[config.mk]
export PLATFORM = sky130hd
export DESIGN_NAME = wdg_top
export DESIGN_NICKNAME = d
export VERILOG_FILES = /design/src/rtl/wdg_pkg.sv /design/src/rtl/wdg_timer.sv /design/src/rtl/wdg_core.sv /design/src/rtl/wdg_top.sv
export SDC_FILE = /design/constraint.sdc
export NUM_CORES = 1
export LEC_CHECK = 0
export CAP_MARGIN = 25
export CORE_ASPECT_RATIO = 0.7
export CORE_MARGIN = 10
export CORE_UTILIZATION = 45
export CTS_CLUSTER_DIAMETER = 30
export DETAILED_ROUTE_END_ITERATION = 7
export PLACE_DENSITY = 0.68
export SYNTH_ARGS = -nofsm -noshare
export SYNTH_HDL_FRONTEND = slang
export SYNTH_SLANG_ARGS = --single-unit
[constraint.sdc]
create_clock -name clk -period 3.3 [get_ports clk]
set_clock_uncertainty 0.2 [all_clocks]
set_input_delay 0.33 -clock clk [delete_from_list [all_inputs] [get_ports clk]]
set_output_delay 0.33 -clock clk [all_outputs]
set_load 0.02 [all_outputs]
[src/rtl/wdg_pkg.sv]
package wdg_pkg;
  localparam int unsigned BUS_W      = 32;
  localparam int unsigned PERIOD_W   = 8;
  localparam int unsigned SEL_W      = 4;
  localparam logic [15:0] UNLOCK_KEY = 16'hC45A;

  localparam logic [3:0] OFS_PRELOAD = 4'h0;
  localparam logic [3:0] OFS_CONFIG  = 4'h0;
  localparam logic [3:0] OFS_COMMAND = 4'h8;
  localparam logic [3:0] OFS_UNLOCK  = 4'hC;

  typedef struct packed {
    logic                rst_en;
    logic                irq_en;
    logic [PERIOD_W-1:0] period;
    logic [SEL_W-1:0]    sel;
  } wdg_cfg_t;
endpackage

[src/rtl/wdg_timer.sv]
module wdg_timer #(
  parameter int unsigned CNT_W = 30
) (
  input  logic        clk,
  input  logic        rst_n,
  input  logic        tick_en,
  input  logic        wr_en,
  input  logic [31:0] wdata,
  output logic [31:0] ptv_o,
  output logic        expire_o
);
  logic             en_q, en_d;
  logic             per_q, per_d;
  logic [CNT_W-1:0] reload_q, reload_d;
  logic [CNT_W-1:0] cur_q, cur_d;

  assign expire_o = en_q && tick_en && (cur_q == '0);

  always_comb begin
    en_d     = en_q;
    per_d    = per_q;
    reload_d = reload_q;
    cur_d    = cur_q;
    if (wr_en) begin
      en_d     = wdata[31];
      per_d    = wdata[30];
      reload_d = wdata[CNT_W-1:0];
      cur_d    = wdata[CNT_W-1:0];
    end else if (en_q && tick_en) begin
      if (cur_q == '0) begin
        cur_d = reload_q;
        if (!per_q) en_d = 1'b0;
      end else begin
        cur_d = cur_q - 1'b1;
      end
    end
  end

  always_ff @(posedge clk or negedge rst_n) begin
    if (!rst_n) begin
      en_q     <= 1'b0;
      per_q    <= 1'b0;
      reload_q <= '0;
      cur_q    <= '0;
    end else begin
      en_q     <= en_d;
      per_q    <= per_d;
      reload_q <= reload_d;
      cur_q    <= cur_d;
    end
  end

  always_comb begin
    ptv_o            = '0;
    ptv_o[31]        = en_q;
    ptv_o[30]        = per_q;
    ptv_o[CNT_W-1:0] = reload_q;
  end

  AST_ONESHOT_HALT: assert property (@(posedge clk) disable iff (!rst_n)
    expire_o && !per_q && !wr_en |=> !en_q);
  AST_AUTO_RELOAD: assert property (@(posedge clk) disable iff (!rst_n)
    expire_o && per_q && !wr_en |=> cur_q == $past(reload_q));
endmodule

[src/rtl/wdg_core.sv]
module wdg_core
  import wdg_pkg::*;
#(
  parameter int unsigned TIMER_ID = 5,
  parameter int unsigned STAGES   = 4
) (
  input  logic        clk,
  input  logic        rst_n,
  input  logic        expire_i,
  input  logic        cfg_wr,
  input  logic        cmd_wr,
  input  logic        unlk_wr,
  input  logic [15:0] wdata,
  output logic [31:0] cfg_o,
  output logic        irq_o,
  output logic        rst_req_o
);
  localparam int unsigned SW = $clog2(STAGES + 1);
  localparam logic [SW-1:0] STAGE_TOP = SW'(STAGES);

  wdg_cfg_t            cfg_q, cfg_d;
  logic                run_q, run_d;
  logic                unlk_q, unlk_d;
  logic                irq_q, irq_d;
  logic [PERIOD_W-1:0] cnt_q, cnt_d;
  logic [SW-1:0]       stage_q, stage_d;

  logic sel_hit, wd_tick, wd_wrap, disable_ok, start;

  assign sel_hit    = (cfg_q.sel == SEL_W'(TIMER_ID));
  assign wd_tick    = run_q && expire_i && sel_hit;
  assign wd_wrap    = wd_tick && (cnt_q <= PERIOD_W'(1));
  assign disable_ok = cmd_wr && wdata[1] && unlk_q;
  assign start      = cmd_wr && wdata[0] && !disable_ok;

  always_comb begin
    cfg_d   = cfg_q;
    run_d   = run_q;
    unlk_d  = unlk_q;
    irq_d   = irq_q;
    cnt_d   = cnt_q;
    stage_d = stage_q;
    if (cfg_wr) begin
      cfg_d.rst_en = wdata[15];
      cfg_d.irq_en = wdata[12];
      cfg_d.period = wdata[11:4];
      cfg_d.sel    = wdata[3:0];
    end
    if (unlk_wr)     unlk_d = (wdata == UNLOCK_KEY);
    else if (cmd_wr) unlk_d = 1'b0;
    if (disable_ok) begin
      run_d   = 1'b0;
      stage_d = '0;
      irq_d   = 1'b0;
    end else if (start) begin
      run_d   = 1'b1;
      cnt_d   = cfg_q.period;
      stage_d = '0;
      irq_d   = 1'b0;
    end else if (wd_tick) begin
      if (wd_wrap) begin
        cnt_d = cfg_q.period;
        if (stage_q != STAGE_TOP) stage_d = stage_q + 1'b1;
        if (cfg_q.irq_en) irq_d = 1'b1;
      end else begin
        cnt_d = cnt_q - 1'b1;
      end
    end
  end

  always_ff @(posedge clk or negedge rst_n) begin
    if (!rst_n) begin
      cfg_q   <= '0;
      run_q   <= 1'b0;
      unlk_q  <= 1'b0;
      irq_q   <= 1'b0;
      cnt_q   <= '0;
      stage_q <= '0;
    end else begin
      cfg_q   <= cfg_d;
      run_q   <= run_d;
      unlk_q  <= unlk_d;
      irq_q   <= irq_d;
      cnt_q   <= cnt_d;
      stage_q <= stage_d;
    end
  end

  assign irq_o     = irq_q;
  assign rst_req_o = cfg_q.rst_en && (stage_q == STAGE_TOP);

  always_comb begin
    cfg_o        = '0;
    cfg_o[15]    = cfg_q.rst_en;
    cfg_o[12]    = cfg_q.irq_en;
    cfg_o[11:4]  = cfg_q.period;
    cfg_o[3:0]   = cfg_q.sel;
  end

  AST_STAGE_BOUND: assert property (@(posedge clk) disable iff (!rst_n)
    stage_q <= STAGE_TOP);
  AST_STAGE_STEP: assert property (@(posedge clk) disable iff (!rst_n)
    !$stable(stage_q) |-> (stage_q == '0 || stage_q == $past(stage_q) + 1'b1));
  AST_START_CLEARS: assert property (@(posedge clk) disable iff (!rst_n)
    cmd_wr && wdata[0] && !wdata[1] |=> stage_q == '0 && !irq_q && run_q);
  AST_LOCKED_DISABLE: assert property (@(posedge clk) disable iff (!rst_n)
    cmd_wr && wdata[1] && !wdata[0] && !unlk_q && run_q |=> run_q);
  AST_STOPPED_QUIET: assert property (@(posedge clk) disable iff (!rst_n)
    !run_q && !start |=> $stable(stage_q) && !irq_q);
endmodule

[src/rtl/wdg_top.sv]
module wdg_top
  import wdg_pkg::*;
#(
  parameter int unsigned ADDR_W   = 5,
  parameter int unsigned CNT_W    = 30,
  parameter int unsigned TIMER_ID = 5,
  parameter int unsigned STAGES   = 4
) (
  input  logic              clk,
  input  logic              rst_n,
  input  logic              tick_en,
  input  logic              bus_wr,
  input  logic [ADDR_W-1:0] bus_addr,
  input  logic [31:0]       bus_wdata,
  output logic [31:0]       bus_rdata,
  output logic              irq_o,
  output logic              rst_req_o
);
  logic       grp_wdg;
  logic [3:0] ofs;
  logic       tmr_wr, cfg_wr, cmd_wr, unlk_wr, expire;
  logic [31:0] ptv_rd, cfg_rd;

  assign grp_wdg = bus_addr[4];
  assign ofs     = bus_addr[3:0];
  assign tmr_wr  = bus_wr && !grp_wdg && (ofs == OFS_PRELOAD);
  assign cfg_wr  = bus_wr &&  grp_wdg && (ofs == OFS_CONFIG);
  assign cmd_wr  = bus_wr &&  grp_wdg && (ofs == OFS_COMMAND);
  assign unlk_wr = bus_wr &&  grp_wdg && (ofs == OFS_UNLOCK);

  wdg_timer #(.CNT_W(CNT_W)) u_timer (
    .clk      (clk),
    .rst_n    (rst_n),
    .tick_en  (tick_en),
    .wr_en    (tmr_wr),
    .wdata    (bus_wdata),
    .ptv_o    (ptv_rd),
    .expire_o (expire)
  );

  wdg_core #(.TIMER_ID(TIMER_ID), .STAGES(STAGES)) u_core (
    .clk       (clk),
    .rst_n     (rst_n),
    .expire_i  (expire),
    .cfg_wr    (cfg_wr),
    .cmd_wr    (cmd_wr),
    .unlk_wr   (unlk_wr),
    .wdata     (bus_wdata[15:0]),
    .cfg_o     (cfg_rd),
    .irq_o     (irq_o),
    .rst_req_o (rst_req_o)
  );

  always_comb begin
    bus_rdata = '0;
    if (!grp_wdg && ofs == OFS_PRELOAD)     bus_rdata = ptv_rd;
    else if (grp_wdg && ofs == OFS_CONFIG)  bus_rdata = cfg_rd;
  end

  AST_RST_AFTER_IRQ: assert property (@(posedge clk) disable iff (!rst_n)
    $rose(rst_req_o) && u_core.cfg_q.irq_en |-> irq_o);
endmodule

Word-level counts from Yosys, hierarchy flattened
Index checks and enable logic that the tools add are counted.
{"block": "classes", "add_sub_neg": 3, "order_cmp": 1, "n_eq_ne": 7, "n_mux": 26, "bitwise": 1, "n_reduce_logical": 35}
{"op": "$mux 30", "count": 3}
{"op": "$mux 32", "count": 1}
{"op": "$logic_not 30->1", "count": 1}
{"op": "$sub 30x1->30 const B", "count": 1}
{"op": "$mux 8", "count": 3}
{"op": "$logic_and 1x1->1", "count": 18}
{"op": "$eq 16x16->1 const B", "count": 1}
{"op": "$mux 16", "count": 1}
{"op": "$mux 3", "count": 5}
{"op": "$mux 1", "count": 13}
{"op": "$reduce_bool 3->1", "count": 4}
{"op": "$reduce_bool 2->1", "count": 5}
{"op": "$reduce_and 3->1", "count": 3}
{"op": "$eq 4x4->1 const B", "count": 2}
{"op": "$le 8x1->1 const B", "count": 1}
{"op": "$sub 8x1->8 const B", "count": 1}
{"op": "$eq 4x3->1 const B", "count": 1}
{"op": "$logic_not 4->1", "count": 1}
{"op": "$add 3x1->3 const B", "count": 1}
{"op": "$eq 3x3->1 const B", "count": 1}
{"op": "$ne 3x3->1 const B", "count": 1}
{"op": "$logic_not 1->1", "count": 2}
{"op": "$ne 2x2->1 const B", "count": 1}
{"op": "$reduce_and 2->1", "count": 1}
{"op": "$not 1->1", "count": 1}
{"block": "totals", "reg_bits": 90, "in_bits": 41, "out_inout_bits": 34, "elab_cells": 86}

Logic depth before layout (Yosys ltp)
Gate-level depths: netlist (run 1).
{"block": "logic_depth", "ltp_word": 9, "depth_mapped": 9, "depth_no_buf": 8}

Modules after synthesis
A second synthesis (run 1) with hierarchy kept.
{"block": "hier_totals", "hier_cells": 605, "hier_area_um2": 5572.8}
{"mod": "wdg_timer", "n_inst": 1, "cells_each": 368, "area_each_um2": 3419.5, "seq_area_each_um2": 1551.5}
{"mod": "wdg_core", "n_inst": 1, "cells_each": 157, "area_each_um2": 1590.3, "seq_area_each_um2": 700.7}
{"mod": "wdg_top", "n_inst": 1, "cells_each": 80, "area_each_um2": 563.0, "seq_area_each_um2": 0.0}

Least setup slack after synthesis (run 1)
OpenSTA, ideal clock, no wires.
{"block": "synth_timing", "path_kind": "reg2reg", "start": "register u_timer.cur_q[25]", "end": "register u_timer.cur_q[21]", "setup_ns": 0.130, "t_arrival_ns": 2.293, "required_time_ns": 2.970, "slack_ns": 0.677, "path_stages_with_launch": 9, "n_path_buf": 2, "synth_period_minus_slack_ns": 2.623, "cell_sequence": "dfrtp_1 or3_4 or4_1 buf_2 or3_1 buf_2 or3_1 o211ai_1 a22oi_1"}
{"block": "synth_between", "elab_chain_len": 4}
{"element": "start: declaration", "line": "wdg_timer.sv:15", "source": "logic [CNT_W-1:0] cur_q, cur_d;"}
{"element": "start signal: assignment", "line": "wdg_timer.sv:49", "source": "cur_q <= cur_d;"}
{"element": "$logic_not 30->1", "line": "wdg_timer.sv:30", "source": "if (cur_q == '0) begin"}
{"element": "$mux 30", "line": "wdg_timer.sv:30"}
{"element": "$mux 30", "line": "wdg_timer.sv:29", "source": "end else if (en_q && tick_en) begin"}
{"element": "$mux 30", "line": "wdg_timer.sv:24", "source": "if (wr_en) begin"}
Every way passes these cells. The select of a mux whose other input is x is not followed.
A chain may end at the register's enable or synchronous reset.

Worst setup path in the final report (run 1)
{"block": "layout_timing", "start": "register u_timer.cur_q[25]", "end": "register u_core.stage_q[2]"}
{"block": "layout_between", "elab_chain_len": 7, "elab_cells_between_ends": 8, "cone_classes": "reduce/logical: 8"}
{"element": "$logic_not 30->1 *", "line": "wdg_timer.sv:17", "source": "assign expire_o = en_q && tick_en && (cur_q == '0);"}
{"element": "$logic_and 1x1->1 *", "line": "wdg_timer.sv:17"}
{"element": "$logic_and 1x1->1 * (2 in a row)", "line": "wdg_core.sv:31", "source": "assign wd_tick = run_q && expire_i && sel_hit;"}
{"element": "$logic_and 1x1->1", "line": "wdg_core.sv:32", "source": "assign wd_wrap = wd_tick && (cnt_q <= PERIOD_W'(1));"}
{"element": "$reduce_bool 3->1 (no source line)"}
{"element": "$reduce_and 3->1 (no source line) *"}
{"element": "end signal: assignment", "line": "wdg_core.sv:85", "source": "stage_q <= stage_d;"}
{"element": "end: declaration", "line": "wdg_core.sv:26", "source": "logic [SW-1:0] stage_q, stage_d;"}
Every way passes the cells marked *; elsewhere a longest branch is shown, timed or not.

==> flow_results.org, run 1 <==
** Run status
- The flow ran to the end, and the final reports show no timing, DRC or antenna violations.

** Yosys
- Number of enable flip-flop cells after synthesis :: 0
- Counting flops and latches in the post-synthesis netlist gives 90.
- The mapped netlist covers 5100 µm².
- Averaged over all synthesized cells, the footprint is 8.83 µm².
- Count of warnings emitted by yosys :: 0
- Most instantiated flip-flop cell in the synthesis netlist :: sky130_fd_sc_hd__dfrtp_1
- Counting every instance in the synthesized netlist gives 577.
- Counting every net in the synthesized netlist gives 623.
- After synthesis, the share of flip-flops with an asynchronous set or reset is 1.00.
- Number of distinct library cell variants in the gate-level netlist after synthesis :: 61
- For this run, the register share of the synthesized area comes to 0.442.

** Timing
- Tmin final :: 2.97 ns
- Across all hold checks on the routed design, the worst slack comes to 0.297 ns.
- Final worst path period share :: 0.899
- Worst relative slew slack :: 0.392
- Adding up every negative setup slack in the final design gives 0 ns.
- The number of slew-limit violations in the final report came to 0.
- Count of final setup violators :: 0
- Setup repair after global routing left no endpoint under its margin.
- For this run, the top clock speed supported by timing is 0.337 GHz.
- Hold violation total from the final report :: 0
- Transition time of the tightest slew-check pin :: 0.911 ns

** Cells and area
- Counting the fill cells in the layout gives 990.
- # nets final :: 710
- Antenna cells :: 0
- The library cells used most frequently in the layout, excluding fill and tap cells, are 136 x sky130_fd_sc_hd__nand2_1, 90 x sky130_fd_sc_hd__dfrtp_1, 73 x sky130_fd_sc_hd__clkdlybuf4s50_1, 50 x sky130_fd_sc_hd__nor2_1, 27 x sky130_fd_sc_hd__buf_4.
- Fraction of layout cells with a size suffix above 1 :: 0.114
- Final cell count without fillers :: 821
- Signed area change from the synthesized netlist to the final layout :: 26.5%
- Leaving out fill and tap cells, the most frequent cell in the layout is sky130_fd_sc_hd__nand2_1.

** Placed design
- Dpl hpwl :: 11300 µm
- DP Cell Count :: 805
- In this run the tool buffered the top-level ports with 74 buffer cells.
- Routability-driven placement finished with a final weighted congestion of 0.874.

** Routing
- Wire length per cell after detailed routing :: 18.4 µm
- Number of iterations in the first detailed-routing pass :: 5
- The detailed router placed 4703 vias in this run.
- For this run, design rule violations remaining after detail routing come to 0.
- Count of antenna-violating nets left after detailed routing :: 0
- After the first detailed-routing iteration, the DRC count stood at 409.
- Via density :: 5.73
- Summed over all layers, the routed wires come to 15100 µm.

** Global route
- Number of global-route vias before repair :: 4572
- The initial antenna violation count was 0.
- Pin count of the biggest net entering global routing :: 70
- For this run, the total global-route usage over all layers was measured as 0.191.
- Grt total ovfl :: 0
- The first global-routing pass estimated 24700 µm of wire.

** Clock tree
- TritonCTS built the clock tree.
- Root buffer cell :: sky130_fd_sc_hd__clkbuf_16
- The clock net in this run drives a total of 90 sinks.
- Number of CTS-inserted buffers :: 9
- CTS built an H-tree with a depth of 3.
- At the later pin of the worst-skew pair, clock insertion delay measures 0.34 ns.
- Once the clock tree was built, the resizer swapped 0 gates to a different size.
- Maximum buffer depth of the clock tree :: 2
- Clock-pin slew was measured on the worst setup and hold paths at 0.06 ns.

** Worst setup path
- Cell at the slowest stage of the critical path :: sky130_fd_sc_hd__dfrtp_1
- Critical path start-end classification :: register to register
- Peak per-stage delay on the critical path :: 0.43 ns
- Kind of cell with the highest combined delay on the critical path :: simple AND/OR/NAND/NOR gates
- Maximum net fanout on the critical path :: 5
- STA classifies the critical path startpoint as a register.
- At the worst endpoint, the required time is 3.35 ns.
- Worst-path cell chain :: or3_4, nor4_1, nand3_1, buf_4, nor4_1, buf_4, a21oi_1, a311oi_1
- Type of element capturing the critical path :: register
- Crit path buf inv count :: 2
- STA puts the critical path data arrival time at 3.02 ns.

** Floorplanning
- The floorplan has 32 rows.
- DIE WIDTH :: 147 µm
- CORE AREA :: 11100 µm²
- The die covers 16100 µm².
- During I/O placement, the number of pins put on the boundary was 75.
- Die outline height :: 109 µm
- The initial utilization of the core area, before any placement, comes to 0.461.

** Power and ir drop
- Leak pwr :: 2.84 nW
- Dividing total power by cell area gives a power density of 595 nW/µm².
- Max IR drop VDD :: 290 µV

** Flow run
- Across the run, the number of max-cap violations was 0.

** Hold path
- Min-delay worst type :: register to register
==> layer usage <==
layer | up-vias | wire length (µm) | GRT usage
li1 | 2217 | - | -
met3 | 12 | 1140 | 0.0604
met5 | - | 0 | 0
met2 | 165 | 6670 | 0.285
met4 | 0 | 99 | 0.0367
met1 | 2309 | 7180 | 0.267
==> layout make-up <==
class                      count  area, µm²  share of cell area
tap                          153        191              0.0297
inverter                      13       48.8             0.00757
timing repair buffer         101        943               0.146
sequential                    90       2250               0.349
clock inverter                 4       76.3              0.0118
clock buffer                  11        243              0.0376
multi-input combinational    449       2700               0.418
==> worst reg2reg max path: cells and delay by family (launching register included) <==
kind / cells / cell delay [ns]
AOI/OAI and AO/OA: 2 / 0.30
buffers and inverters: 2 / 0.44
DFF: 1 / 0.43
and+or+nand+nor: 4 / 1.51
==> final timing paths <==
| kind | from | end | slack, ns | cells past startpoint |
|---|---|---|---|---|
| max reg2reg | u_timer.cur_q[25] | u_core.stage_q[2] | 0.33 | 8 |
| max | u_timer.cur_q[25] | u_core.stage_q[2] | 0.33 | 8 |
| min in group asynchronous | rst_n | u_timer.reload_q[19] | 0.45 | 2 |
| min | u_timer.reload_q[14] | u_timer.reload_q[14] | 0.30 | 2 |
| max in group asynchronous | rst_n | u_timer.reload_q[9] | 1.72 | 3 |
| min reg2reg | u_timer.reload_q[14] | u_timer.reload_q[14] | 0.30 | 2 |
==> where the power goes <==
| part | internal, mW | total (mW) | switching [mW] | leakage (nW) |
|---|---|---|---|---|
| logic | 0.479 | 1.02 | 0.539 | 1.54 |
| clock network | 0.682 | 1.11 | 0.430 | 0.152 |
| registers | 1.38 | 1.71 | 0.331 | 1.15 |
==> cells in the mapped netlist, drive strengths merged (2+ instances only) <==
cell     instances  area (µm²)
nand2          136         510
dfrtp           90        2250
nor2            51         199
mux2i           21         210
nand3           21         118
nor3            21         110
and2            19         119
mux2            18         203
o211ai          18         135
o21ai           18        90.1
clkbuf          17        63.8
a21oi           16        80.1
inv             13        48.8
nor4            10        90.1
xnor2            9        78.8
a31oi            8        56.3
buf              8        42.5
or3              8        55.1
or4              8        63.8
xor2             7        61.3
ha               5        62.6
a2bb2oi          4        35.0
and3             4        25.0
or2              4        25.0
a22oi            3        22.5
nand4            3        18.8
nor3b            3        22.5
o221ai           3        26.3
o22a             3        26.3
o311ai           3        26.3
a211oi           2        15.0
a22o             2        17.5
a31o             2        17.5
nand4b           2        17.5
nor2b            2        12.5
nor4b            2        17.5
o41ai            2        25.0
==> registers in the layout (all words and copies together) (netlist names) <==
register	cells
u_timer.cur_q	30
u_timer.reload_q	30
u_core.cfg_o	14
u_core.cnt_q	8
u_core.stage_q	3
u_core.irq_o	1
u_core.run_q	1
u_core.unlk_q	1
u_timer.en_q	1
u_timer.per_q	1
==> through the flow <==
| step | utilization | setup WS (ns) | power [mW] | instance area (µm²) |
|---|---|---|---|---|
| after floorplan | - | 0.677 | 2.36 | 5100 |
| after global placement | 0.554 | 0.330 | 2.68 | 6120 |
| after detailed placement | 0.554 | 0.311 | 2.72 | 6120 |
| after CTS | 0.584 | 0.315 | 3.84 | 6450 |
| after global routing | 0.584 | 0.204 | 4.07 | 6450 |
| final | 0.584 | 0.332 | 3.84 | 6450 |
==> timing repair <==
item | 4_1_cts | 5_1_grt
endpoints found under the hold margin | 67 | 0
buffers inserted | 0 | 0
hold buffers | 1 | 0
==> cells by family (layout without fill, tap and decap cells) <==
family / count (synthesis) / after routing / synth area share
AOI/OAI and AO/OA: 93 / 93 / 0.128
xor gates and xnor gates: 16 / 16 / 0.0275
adders and majority gates: 5 / 5 / 0.0123
buffers and inverters: 38 / 129 / 0.0304
DFF: 90 / 90 / 0.442
muxes: 39 / 39 / 0.0810
and+or+nand+nor: 296 / 296 / 0.279
Note: power is estimated with default switching activity, not from simulation.
==> inputs of run 2 (changes only) <==
--- a/constraint.sdc
+++ b/constraint.sdc
@@ -4,2 +4,2 @@
 set_output_delay 0.33 -clock clk [all_outputs]
-set_load 0.02 [all_outputs]
+set_load 0.005 [all_outputs]
==> run 2 against run 1 <==
  * Critical path depth fell by 2
  * Clock power decreased by 4%
  * Cell area hardly changed
  * Via count shrank 1.8%
  * Utilization hardly changed
  * Critical path type is now input pin to output port
  * Critical endpoint is now bus_rdata[24]
  * Largest power group unchanged
==> flow_results.org, run 2 (synthesized netlist as in run 1, its figures left out) <==
** Run status
- The run finished with clean final reports.

** Routing
- The total routed wirelength is 14800 µm (-2.0%).
- The wire length on met2 was 6450 µm (-3.3%).
- The length of routed met3 wiring was 1230 µm (+8.4%).
- Number of iterations in the first detailed-routing pass :: 5 (unchanged)
- Via count :: 4619 (-1.8%)
- Via density :: 5.63 (-1.7%)
- Total DRC errors in the routed layout :: 0 (unchanged)
- The wire length the detailed router placed on met1 is 7020 µm (-2.3%).
- Signal routing reaches up to met4.
- The detailed router's first-iteration violation count came to 372 (-9.0%).
- Count of antenna-violating nets left after detailed routing :: 0 (unchanged)
- The wire length per cell after detailed routing came to 18.0 µm (-1.9%).

** Cells and area
- The fraction of final layout cells sized beyond drive strength 1 was 0.114 (+0.000171).
- Commonest non-fill, non-tap cells in the layout :: 136 x sky130_fd_sc_hd__nand2_1, 90 x sky130_fd_sc_hd__dfrtp_1, 73 x sky130_fd_sc_hd__clkdlybuf4s50_1, 50 x sky130_fd_sc_hd__nor2_1, 23 x sky130_fd_sc_hd__buf_4
- Antenna cells :: 0 (unchanged)
- The layout-stage area growth over the synthesis result came to 26.6% (about the same).
- The final-stage net count is 708 (-0.28%).
- The combined flip-flop and latch cell area came to 2250 µm² (unchanged).
- The post-route standard cell area excluding fillers came to 6450 µm² (about the same).
- Area of the multi-input gates :: 2700 µm² (unchanged)
- Final cell count without fillers :: 820 (-0.12%)
- Leaving out fill and tap cells, the most frequent cell in the layout is sky130_fd_sc_hd__nand2_1.
- Fillers :: 1007 (+1.7%)

** Clock tree
- Number of CTS-inserted buffers :: 9 (unchanged)
- Root buffer cell :: sky130_fd_sc_hd__clkbuf_16
- The maximum level of the CTS H-tree was 3 (unchanged).
- Clock Sink Count :: 90 (unchanged)
- TritonCTS clock tree :: yes
- The setup fix buffers added after clock tree synthesis is 0 (unchanged).
- The worst-case clock buffer depth is 2 (unchanged).
- Clock slew at the register clock pins of the worst setup and hold paths :: 0.06 ns (about the same)
- Clock latency reported for the late side of the worst-skew pair :: 0.34 ns (about the same)

** Hold path
- Min-delay worst type :: register to register
- Hold wc startpoint :: u_timer.per_q

** Power and ir drop
- Leak pwr :: 2.85 nW (about the same)
- Register share of total power :: 0.449 (+0.004)
- Net Switching :: 1.30 mW (+0.34%)
- Sw Ratio :: 0.344 (+0.00520)
- The ratio of total power to cell area was 587 nW/µm² (-1.3%).
- Clock Power Share :: 0.283 (-0.007)
- Internal :: 2.49 mW (-2.0%)
- Max IR drop VDD :: 325 µV (+12%)
- The total power draw is 3.79 mW (-1.2%).
- The relative contribution of combinational cells to total power came to 0.267 (+0.002).

** Placed design
- Total of buffers placed on input and output ports :: 74 (unchanged)
- The placement-stage cell area was 6130 µm² (+0.16%).
- Dpl hpwl :: 11300 µm (-0.47%)
- The placed cell count was 803 (-0.25%).
- Routability cong. :: 0.898 (+2.7%)

** Timing
- The number of slew-limit violations in the final report is 0 (unchanged).
- Tmin final :: 2.98 ns (+0.00995 ns)
- Worst relative slew slack :: 0.496 (+0.104)
- Transition time of the tightest slew-check pin :: 0.756 ns (-0.156 ns)
- The worst hold margin was 0.307 ns (+0.00975 ns).
- Maximum frequency from static timing analysis :: 0.336 GHz (-0.33%)
- Hold violation total from the final report :: 0 (unchanged)
- Unrepaired setup endpoints after global routing :: no
- The total of endpoints with negative setup slack in the final report was 0 (unchanged).
- Setup_tns :: 0 ns (unchanged)
- Final worst path period share :: 0.902 (+0.00302)

** Worst setup path
- The signal arrival time at the worst endpoint came to 2.45 ns (-0.57 ns).
- The required time of the critical path is 2.77 ns (-0.58 ns).
- The reg2reg setup slack was 0.37 ns (+0.04 ns).
- In this run the worst setup path begins at bus_addr[1].
- The slowest stage of the critical path is the sky130_fd_sc_hd__or4_1 cell.
- Type of element capturing the critical path :: output port
- Cell depth of the worst flop-to-flop path :: 6 (-2)
- FF-to-FF Start :: u_timer.cur_q[25]
- The worst register-to-register path ends at u_timer.cur_q[21].
- The depth of the critical timing path with buffers and inverters included is 6 (-2).
- The worst stage delay on the critical path came to 0.65 ns (+0.22 ns).
- Kind of launch point of the worst setup path :: input pin
- Critical path start-end classification :: input pin to output port
- The largest fanout on the critical path is 19 (+14).
- The cell that appears most often on the critical path is sky130_fd_sc_hd__clkdlybuf4s50_1.
- The signal on the critical path passes through clkdlybuf4s50_1, or4_1, nor2_1, buf_4, and2_1, clkdlybuf4s50_1.
- Critical Path End :: bus_rdata[24]
- The number of buffers and inverters on the critical path came to 3 (+1).
- The cell family contributing the most delay on the critical path is buffers and inverters.

** Floorplanning
- The core box area was 11100 µm² (unchanged).
- Count of pins on the block boundary :: 75 (unchanged)
- The height of the die came to 109 µm (unchanged).
- Number of core rows :: 32 (unchanged)
- The starting density of the core came to 0.461 (unchanged).
- The floorplan die area came to 16100 µm² (unchanged).
- The die span in x came to 147 µm (unchanged).

** Global route
- Total global-route track usage :: 0.186 (-0.00454)
- Number of global-route vias before repair :: 4589 (+0.37%)
- The maximum number of pins on one net before global-route repair came to 56 (-20%).
- The global-route wire length before repair was 24300 µm (-1.9%).
- The global-route congestion overflow total is 0 (unchanged).
- The initial antenna violation count came to 0 (unchanged).

** Flow run
- Max-cap violations :: 0 (unchanged)
==> run 2: layout make-up <==
cell class	count	area share
Timing Repair Buffer	99	0.148
Clock buffer	11	0.0392
Clock inverter	5	0.00950
Tap cell	153	0.0297
Sequential cell	90	0.349
Multi-Input combinational cell	449	0.418
Inverter	13	0.00756
==> run 2: worst min-delay path by stage <==
stage / endpoint / cells past startpoint / slack (ns)
2_1_floorplan: u_core.cfg_o[0] / 0 / -0.17
3_3_place_gp: u_timer.reload_q[19] / 1 / 0.25
3_5_place_dp: u_core.cfg_o[0] / 1 / 0.25
4_1_cts: u_timer.reload_q[26] / 2 / 0.30
5_1_grt: u_timer.per_q / 2 / 0.33
6_report: u_timer.per_q / 2 / 0.31
==> run 2: layer usage <==
layer / up-vias / GRT usage
li1: 2220 / -
met1: 2249 / 0.260
met2: 140 / 0.281
met3: 10 / 0.0538
met4: 0 / 0.0409
met5: - / 0
==> run 2: metrics by stage <==
stage	util	setup WS, ns
after global placement	0.555	0.360
after global routing	0.584	0.215
after floorplan	-	0.677
final	0.584	0.322
after detailed placement	0.555	0.312
after CTS	0.584	0.311
==> run 2: tightest hold or removal path: stages (launching register included) <==
cell,delay (ns)
sky130_fd_sc_hd__dfrtp_1,0.36
sky130_fd_sc_hd__nand2_1,0.05
sky130_fd_sc_hd__nand2_1,0.06
==> run 2: timing repair <==
item,4_1_cts,5_1_grt
resized for setup,0,0
hold buffers,1,0
hold endpoints to repair,54,0
==> run 2: power groups by stage <==
stage,registers (mW),clock network [mW],logic [mW]
floorplan,1.62,0,0.737
global placement,1.70,0,0.971
detailed placement,1.71,0,1.00
CTS,1.69,1.10,1.01
global route,1.75,1.14,1.14
finish,1.70,1.07,1.01
